`src/rtl/conv_enc_pkg.sv`:
```
package conv_enc_pkg;
  localparam int CONSTRAINT_LEN = 5;
  localparam int HIST_DEPTH     = CONSTRAINT_LEN - 1;
  localparam int SYM_W          = 2;
  localparam int LUT_ROWS       = 2;
  localparam int LUT_COLS       = 4;
  localparam int COL_W          = $clog2(LUT_COLS);
  localparam int ROW_W          = $clog2(LUT_ROWS);

  // history taps used to build the tags
  localparam int ROW_TAP    = HIST_DEPTH - 1;  // oldest stage selects the row
  localparam int COL_HI_TAP = 0;               // newest stage
  localparam int COL_LO_TAP = 2;               // combined with the input bit

  typedef logic [SYM_W-1:0]      sym_t;
  typedef logic [HIST_DEPTH-1:0] hist_t;
  typedef logic [COL_W-1:0]      col_t;

  // Reduced symbol table, indexed [row][column]
  localparam logic [LUT_ROWS-1:0][LUT_COLS-1:0][SYM_W-1:0] SYM_LUT = '{
    '{2'b01, 2'b10, 2'b00, 2'b11},   // row 1: col 3..0
    '{2'b10, 2'b01, 2'b11, 2'b00}    // row 0: col 3..0
  };
endpackage

```
`src/rtl/conv_hist_reg.sv`:
```
module conv_hist_reg
  import conv_enc_pkg::*;
#(
  parameter int DEPTH = HIST_DEPTH
) (
  input  logic             clk,
  input  logic             rst,
  input  logic             adv,
  input  logic             din,
  output logic [DEPTH-1:0] hist
);
  logic [DEPTH-1:0] hist_q;

  always_ff @(posedge clk) begin
    if (rst) begin
      hist_q <= '0;
    end else if (adv) begin
      hist_q <= {hist_q[DEPTH-2:0], din};
    end
  end

  assign hist = hist_q;
endmodule

```
`src/rtl/conv_tag_gen.sv`:
```
module conv_tag_gen
  import conv_enc_pkg::*;
#(
  parameter int DEPTH = HIST_DEPTH,
  parameter int RTAP  = ROW_TAP,
  parameter int CHTAP = COL_HI_TAP,
  parameter int CLTAP = COL_LO_TAP
) (
  input  logic             u,
  input  logic [DEPTH-1:0] hist,
  output logic             row_tag,
  output col_t             col_tag
);
  logic lo_tag;

  // inverting select: the input passes straight or inverted by one tap
  always_comb begin
    lo_tag = hist[CLTAP] ? ~u : u;
  end

  assign row_tag = hist[RTAP];
  assign col_tag = {hist[CHTAP], lo_tag};
endmodule

```
`src/rtl/conv_sym_lut.sv`:
```
module conv_sym_lut
  import conv_enc_pkg::*;
#(
  parameter int ROWS = LUT_ROWS,
  parameter int COLS = LUT_COLS
) (
  input  logic               row_tag,
  input  col_t               col_tag,
  output sym_t               sym
);
  sym_t row_out [ROWS];

  for (genvar r = 0; r < ROWS; r++) begin : g_row
    always_comb begin
      row_out[r] = SYM_LUT[r][col_tag];
    end
  end

  // 2:1 row multiplexer
  always_comb begin
    sym = row_tag ? row_out[1] : row_out[0];
  end
endmodule

```
`src/rtl/conv_xorfree_enc.sv`:
```
module conv_xorfree_enc
  import conv_enc_pkg::*;
(
  input  logic       clk,
  input  logic       rst,
  input  logic       in_valid,
  output logic       in_ready,
  input  logic       in_bit,
  output logic       out_valid,
  input  logic       out_ready,
  output logic [1:0] out_sym
);
  hist_t hist_q;
  logic  row_tag;
  col_t  col_tag;
  sym_t  lut_sym;
  logic  take;
  logic  vld_q;
  sym_t  sym_q;

  assign in_ready = ~vld_q | out_ready;
  assign take     = in_valid & in_ready;

  conv_hist_reg #(.DEPTH(HIST_DEPTH)) u_hist (
    .clk  (clk),
    .rst  (rst),
    .adv  (take),
    .din  (in_bit),
    .hist (hist_q)
  );

  conv_tag_gen #(.DEPTH(HIST_DEPTH)) u_tag (
    .u       (in_bit),
    .hist    (hist_q),
    .row_tag (row_tag),
    .col_tag (col_tag)
  );

  conv_sym_lut u_lut (
    .row_tag (row_tag),
    .col_tag (col_tag),
    .sym     (lut_sym)
  );

  always_ff @(posedge clk) begin
    if (rst) begin
      vld_q <= 1'b0;
      sym_q <= '0;
    end else if (take) begin
      vld_q <= 1'b1;
      sym_q <= lut_sym;
    end else if (out_ready) begin
      vld_q <= 1'b0;
    end
  end

  assign out_valid = vld_q;
  assign out_sym   = sym_q;
endmodule

```
`config.mk`:
```
export PLATFORM = sky130hd
export DESIGN_NAME = conv_xorfree_enc
export DESIGN_NICKNAME = d
export VERILOG_FILES = /design/src/rtl/conv_enc_pkg.sv /design/src/rtl/conv_hist_reg.sv /design/src/rtl/conv_tag_gen.sv /design/src/rtl/conv_sym_lut.sv /design/src/rtl/conv_xorfree_enc.sv
export SDC_FILE = /design/constraint.sdc
export NUM_CORES = 1
export LEC_CHECK = 0
export ABC_AREA = 0
export BUFFER_PORTS_ARGS = -buffer_cell sky130_fd_sc_hd__clkbuf_2
export CORE_AREA = 8 8 45 47
export DETAILED_ROUTE_END_ITERATION = 6
export DIE_AREA = 0 0 53 55
export GPL_TIMING_DRIVEN = 0
export SLEW_MARGIN = 20
export SYNTH_ARGS = -nofsm -noshare
export SYNTH_HDL_FRONTEND = slang
export SYNTH_SLANG_ARGS = --single-unit
```
`constraint.sdc`:
```
create_clock -name clk -period 1.2 [get_ports clk]
set_input_delay 0.18 -clock clk [delete_from_list [all_inputs] [get_ports clk]]
set_output_delay 0.18 -clock clk [all_outputs]
set_load 0.01 [all_outputs]
```
==> flow_metrics.env, run 1 <==
export IMPL_arrival_ns=1.37
export IMPL_maxSlewViolCount=0
export IMPL_power_total_w=0.000533
export IMPL_die_area_um2=2920
export IMPL_grt_pass1_vias=264
export IMPL_antenna_cells=0
export IMPL_cp_start_kind="register"
export IMPL_synthCells=31
export IMPL_fp_row_count=14
export IMPL_totalWireLength_um=703
export IMPL_cts_sinks=7
export IMPL_skew_ns=0.00257
export IMPL_synth_edff_count=0
export IMPL_drt_pass1_iterations=1
export IMPL_vias=277
export IMPL_grt_max_degree=10
export IMPL_initial_utilization_pct=21.1
export IMPL_clk_latency_ns=0.25
export IMPL_synth_cell_type_count=14
export IMPL_startpoint="u_hist.hist[2]$_SDFFE_PP0P_"
export IMPL_cts_buffer_depth=2
export IMPL_worstReg2RegStart="u_hist.hist[2]$_SDFFE_PP0P_"
export IMPL_ys_ff_latch=7
export IMPL_cts_buffers=3
export IMPL_synth_area_um2=292
export IMPL_worstHoldPathCells=2
export IMPL_vdd_drop_max_v=0.000687
export IMPL_grt_first_pass_wirelength_um=1050
export IMPL_synthArstFlopShare_pct=0
export IMPL_drc=0
export IMPL_cp_max_fo=3
export IMPL_synth_top_area_cell="dfxtp_1"
export IMPL_synth_fp_nets=36
export IMPL_yosys_warnings=0
export IMPL_cp_slowest_cell="xnor3_1"
export IMPL_hold_class="in2reg"
export IMPL_place_congestion=0.743
export IMPL_yosys_top_cells_area="dfxtp_1, a21oi_1, xnor3_1, nand3_1, o21ai_0"
export IMPL_grt_antenna_before_repair=0
export IMPL_ios=9
export IMPL_ys_seq_area_share_pct=48.1
export IMPL_reg2reg_depth=4
export IMPL_routed_via_density=4.40
export IMPL_fin_ws_ns=0.0293
export IMPL_tightest_slew_ns=0.330
export IMPL_final_net_count=53
export IMPL_hold_viol_final=0
export IMPL_grt_setup_unrepaired="true"
export IMPL_antenna_left=0
export IMPL_hp_start="rst"
export IMPL_synth_common_cells="dfxtp_1, a21oi_1, nand3_1, o21ai_0"
export IMPL_status="completed"
export IMPL_drv_cap=0
export IMPL_synth_most_common_cell="dfxtp_1"
export IMPL_crit_chain="xnor3_1 -> buf_4 -> nor3_1 -> o21ba_2"
export IMPL_max_slew_margin_rel_pct=78.0
export IMPL_die_x_um=53
export IMPL_cp_slowest_stage_delay_ns=0.36
export IMPL_period_needed_ns=1.17
export IMPL_place_ws_ns=-0.0309
export IMPL_drive_above_1_share_pct=42.6
export IMPL_io_buffers=7
export IMPL_grt_util_all_layers_pct=5.09
export IMPL_p_per_area_nw_per_um2=1280
export IMPL_coreArea_um2=1380
export IMPL_setup_worst_path_end_class="register"
export IMPL_die_h_um=55
export IMPL_worstSetupPathType="reg2reg"
export IMPL_area_growth_pct=42.9
export IMPL_cts_max_level=1
export IMPL_routedWlPerCell_um=11.2
export IMPL_path_clk_slew_ns=0.05
export IMPL_fmax_mhz=854
export IMPL_globalRouteOverflowTotal=0
export IMPL_drtIter0Drc=0
export IMPL_root_buffer="clkbuf_4"
export IMPL_synth_top_flop_cell="dfxtp_1"
export IMPL_setup_violations=0
export IMPL_crit_required_ns=1.40
export IMPL_cts_tree="yes"
export IMPL_synth_avg_cell_area_um2=9.40
export IMPL_leakagePower_nw=0.174
export IMPL_period_share_pct=97.6
export IMPL_worst_hold_slack_ns=0.182
export IMPL_synth_top_cell_area_share_pct=48.1
==> placed cells by master (no fill, tap or decap) <==
cell type,netlist,layout
xnor3_1,1,1
clkinv_4,0,1
clkbuf_2,0,7
a21boi_0,1,1
buf_4,0,4
a21oi_1,6,6
o21ai_0,4,4
dfxtp_1,7,5
nor3_1,1,1
a311oi_1,1,1
clkinv_2,0,1
dfxtp_2,0,2
clkbuf_4,0,3
clkbuf_1,1,2
o21ba_2,1,1
nand3_1,4,4
and2b_2,0,1
xor2_1,1,1
inv_1,1,1
==> cell type report <==
| type | count | area (µm²) |
|---|---|---|
| multi-input combinational | 21 | 141 |
| buffer | 1 | 3.75 |
| sequential | 7 | 143 |
| clock buffer | 4 | 26.3 |
| timing repair buffer | 11 | 65.1 |
| inverter | 2 | 12.5 |
| fill | 158 | 967 |
| timing repair inverter | 1 | 5.00 |
| tap | 16 | 20.0 |
==> path summary, 6_finish.rpt <==
| path | to | slack (ns) |
|---|---|---|
| worst max-delay path | out_sym[1]$_SDFFE_PP0P_ | 0.03 |
| worst min-delay path | u_hist.hist[2]$_SDFFE_PP0P_ | 0.18 |
| worst max register to register | out_sym[1]$_SDFFE_PP0P_ | 0.03 |
| worst min register to register | u_hist.hist[2]$_SDFFE_PP0P_ | 0.45 |
==> worst max-delay path, delay by kind of cell, from the launching register on <==
family / cells / cell delay [ns]
XOR/XNOR: 1 / 0.36
AND/OR/NAND/NOR: 1 / 0.13
AO/OA/AOI/OAI: 1 / 0.16
flip-flops: 1 / 0.33
buffers and inverters: 1 / 0.15
==> report_power, final <==
group	internal, W	switching (W)
registers	0.000244	0.00000555
clock network	0.000127	0.0000846
logic	0.0000359	0.0000363
total	0.000407	0.000126
==> flip-flops by register name (all words and copies together), names as in the netlist <==
name / cells
out_sym: 2
u_hist.hist: 4
out_valid: 1
==> metal layers <==
metal / vias to the layer above / part of all wire (%) / GRT usage, %
met5: - / 0 / 0
met4: 0 / 2.7 / 3.88
li1: 145 / - / -
met1: 122 / 45 / 5.03
met2: 8 / 42 / 7.42
met3: 2 / 9.4 / 3.48
==> cells by family after synthesis <==
group                  after synthesis  share of synthesized area, %
AO/OA/AOI/OAI                       13                          26.2
XOR/XNOR                             2                          10.7
buffers and inverters                3                          3.86
flip-flops                           7                          48.1
AND/OR/NAND/NOR                      6                          11.2
==> stage by stage <==
step / TNS, ns / std cells / instance area (µm²) / utilization, %
floorplan: 0 / 31 / 292 / -
global placement: 0 / 54 / 347 / 25.0
detailed placement: -0.0344 / 54 / 347 / 25.0
CTS: 0 / 59 / 387 / 27.9
global route: -0.0505 / 63 / 417 / 30.1
finish: 0 / 63 / 417 / 30.1
==> timing repair <==
item | CTS | global route
hold buffers | 0 | 0
pin swaps | 1 | 2
gates resized for setup | 3 | 2
gates cloned | 0 | 1
hold endpoints to repair | 0 | 0
setup buffers | 1 | 3
setup endpoints to repair | 3 | 2
Power figures use the tool's default switching activity.
==> inputs of run 2 (changes only) <==
--- a/config.mk
+++ b/config.mk
@@ -5,7 +5,7 @@
 export SDC_FILE = /design/constraint.sdc
 export NUM_CORES = 1
 export LEC_CHECK = 0
-export ABC_AREA = 0
+export ABC_AREA = 1
 export BUFFER_PORTS_ARGS = -buffer_cell sky130_fd_sc_hd__clkbuf_2
 export CORE_AREA = 8 8 45 47
 export DETAILED_ROUTE_END_ITERATION = 6
==> flow_metrics.env, run 2 <==
export IMPL_clk_latency_ns=0.24
export IMPL_p_per_area_nw_per_um2=1230
export IMPL_routedWlPerCell_um=8.52
export IMPL_synth_top_flop_cell="dfxtp_1"
export IMPL_final_net_count=73
export IMPL_p_sw_w=0.000131
export IMPL_cts_tree="yes"
export IMPL_largest_reg_flops=4
export IMPL_synth_cell_type_count=8
export IMPL_synth_avg_cell_area_um2=6.26
export IMPL_layout_common_cells="nand2_1, inv_1, clkbuf_2"
export IMPL_synth_top_area_cell="dfxtp_1"
export IMPL_wl_met2_um=343
export IMPL_cp_start_kind="register"
export IMPL_hold_viol_final=0
export IMPL_drtIter0Drc=4
export IMPL_root_buffer="clkbuf_4"
export IMPL_cts_sinks=7
export IMPL_cts_max_level=1
export IMPL_antenna_left=0
export IMPL_maxSlewViolCount=0
export IMPL_area_growth_pct=25.1
export IMPL_ys_seq_area_share_pct=40.7
export IMPL_crit_required_ns=1.02
export IMPL_synth_area_um2=344
export IMPL_cts_buffers=3
export IMPL_synth_top_cell_area_share_pct=40.7
export IMPL_grt_setup_unrepaired="false"
export IMPL_fp_row_count=14
export IMPL_met3RoutedLength_um=50
export IMPL_clockPowerShare_pct=38.8
export IMPL_leakagePower_nw=0.218
export IMPL_grt_antenna_before_repair=0
export IMPL_synth_common_cells="nand2_1, inv_1, dfxtp_1"
export IMPL_cts_resized_gates=0
export IMPL_yosys_top_cells_area="dfxtp_1, nand2_1, inv_1, a21oi_1, a21oi_4"
export IMPL_synth_edff_count=0
export IMPL_swShare_pct=24.7
export IMPL_status="completed"
export IMPL_path_clk_slew_ns=0.05
export IMPL_initial_utilization_pct=24.9
export IMPL_synthCells=55
export IMPL_grt_max_degree=9
export IMPL_coreArea_um2=1380
export IMPL_hold_class="in2reg"
export IMPL_drc=0
export IMPL_setup_tns_ns=0
export IMPL_cts_buffer_depth=2
export IMPL_place_congestion=0.725
export IMPL_routed_via_density=3.96
export IMPL_ios=9
export IMPL_power_total_w=0.000530
export IMPL_post_cts_buffers=0
export IMPL_synth_most_common_cell="nand2_1"
export IMPL_totalWireLength_um=707
export IMPL_period_share_pct=86.8
export IMPL_yosys_warnings=0
export IMPL_setup_worst_path_end_class="output port"
export IMPL_p_int_w=0.000399
export IMPL_drt_pass1_iterations=4
export IMPL_synthArstFlopShare_pct=0
export IMPL_setup_violations=0
export IMPL_drive_above_1_share_pct=19.4
export IMPL_fin_util_pct=31.1
export IMPL_tightest_slew_ns=0.234
export IMPL_place_ws_ns=0.273
export IMPL_vias=329
export IMPL_globalRouteOverflowTotal=0
export IMPL_synth_fp_nets=60
export IMPL_die_h_um=55
export IMPL_highest_layer="met4"
export IMPL_final_common_cell="nand2_1"
export IMPL_grt_pass1_vias=265
export IMPL_antenna_cells=0
export IMPL_dpl_hpwl_um=567
export IMPL_fin_ws_ns=0.159
export IMPL_fmax_mhz=961
export IMPL_grt_first_pass_wirelength_um=1040
export IMPL_ys_ff_latch=7
export IMPL_p_seq_share_pct=47.8
export IMPL_max_slew_margin_rel_pct=84.4
export IMPL_fillers=152
export IMPL_hold_buffers=0
export IMPL_worstSetupPathType="reg2out"
export IMPL_cp_max_fo=3
export IMPL_power_frac_comb_pct=13.4
export IMPL_vdd_drop_max_v=0.000565
export IMPL_period_needed_ns=1.04
export IMPL_die_area_um2=2920
export IMPL_arrival_ns=0.86
export IMPL_skew_ns=0.000846
export IMPL_io_buffers=8
export IMPL_drv_cap=0
export IMPL_drt_met1_wl_um=306
export IMPL_grt_util_all_layers_pct=5.26
export IMPL_die_x_um=53
[run 2: through the flow]
step,hold slack (ns),instance area (µm²),cells
final,0.202,430,83
after detailed placement,0.451,404,79
after global routing,0.205,430,83
after global placement,0.447,404,79
after floorplan,0.249,344,55
after CTS,0.197,430,83
[run 2: final timing paths]
kind	startpoint	to	slack (ns)	depth (start not counted)
max	out_valid$_SDFFE_PP0P_	in_ready	0.16	2
min	rst	u_hist.hist[0]$_SDFFE_PP0P_	0.20	2
max reg2reg	u_hist.hist[2]$_SDFFE_PP0P_	out_sym[1]$_SDFFE_PP0P_	0.27	7
min reg2reg	u_hist.hist[1]$_SDFFE_PP0P_	u_hist.hist[2]$_SDFFE_PP0P_	0.46	2
[run 2: critical path, cell delays in order (launching register included)]
cell      delay [ns]
dfxtp_1         0.40
nand2_2         0.09
clkbuf_2        0.13
[run 2: cell families after synthesis]
kind of cell / after synthesis / share of synthesized area, %
and+or+nand+nor: 34 / 38.5
buffers and inverters: 8 / 8.73
AOI/OAI and AO/OA: 6 / 12.0
DFF: 7 / 40.7
[run 2: power groups by stage]
| stage | Clock (W) | Combinational (W) | Sequential (W) |
|---|---|---|---|
| 2_1_floorplan | 0 | 0.0000415 | 0.000261 |
| 3_3_place_gp | 0 | 0.0000711 | 0.000258 |
| 3_5_place_dp | 0 | 0.0000718 | 0.000258 |
| 4_1_cts | 0.000218 | 0.0000721 | 0.000253 |
| 5_1_grt | 0.000230 | 0.0000801 | 0.000254 |
| 6_report | 0.000205 | 0.0000710 | 0.000253 |
[run 2: metal layers]
metal | up-vias | track usage (%)
met5 | - | 0
met4 | 0 | 5.17
met3 | 2 | 2.67
met2 | 7 | 8.01
met1 | 130 | 5.05
li1 | 190 | -
[run 2: cell type report]
cell class | count | area (µm²) | share of cell area, %
Timing Repair Buffer | 8 | 40.0 | 9.30
Multi-Input combinational cell | 40 | 174 | 40.4
Sequential cell | 7 | 140 | 32.6
Tap cell | 16 | 20.0 | 4.65
Clock buffer | 4 | 26.3 | 6.10
Inverter | 8 | 30.0 | 6.98
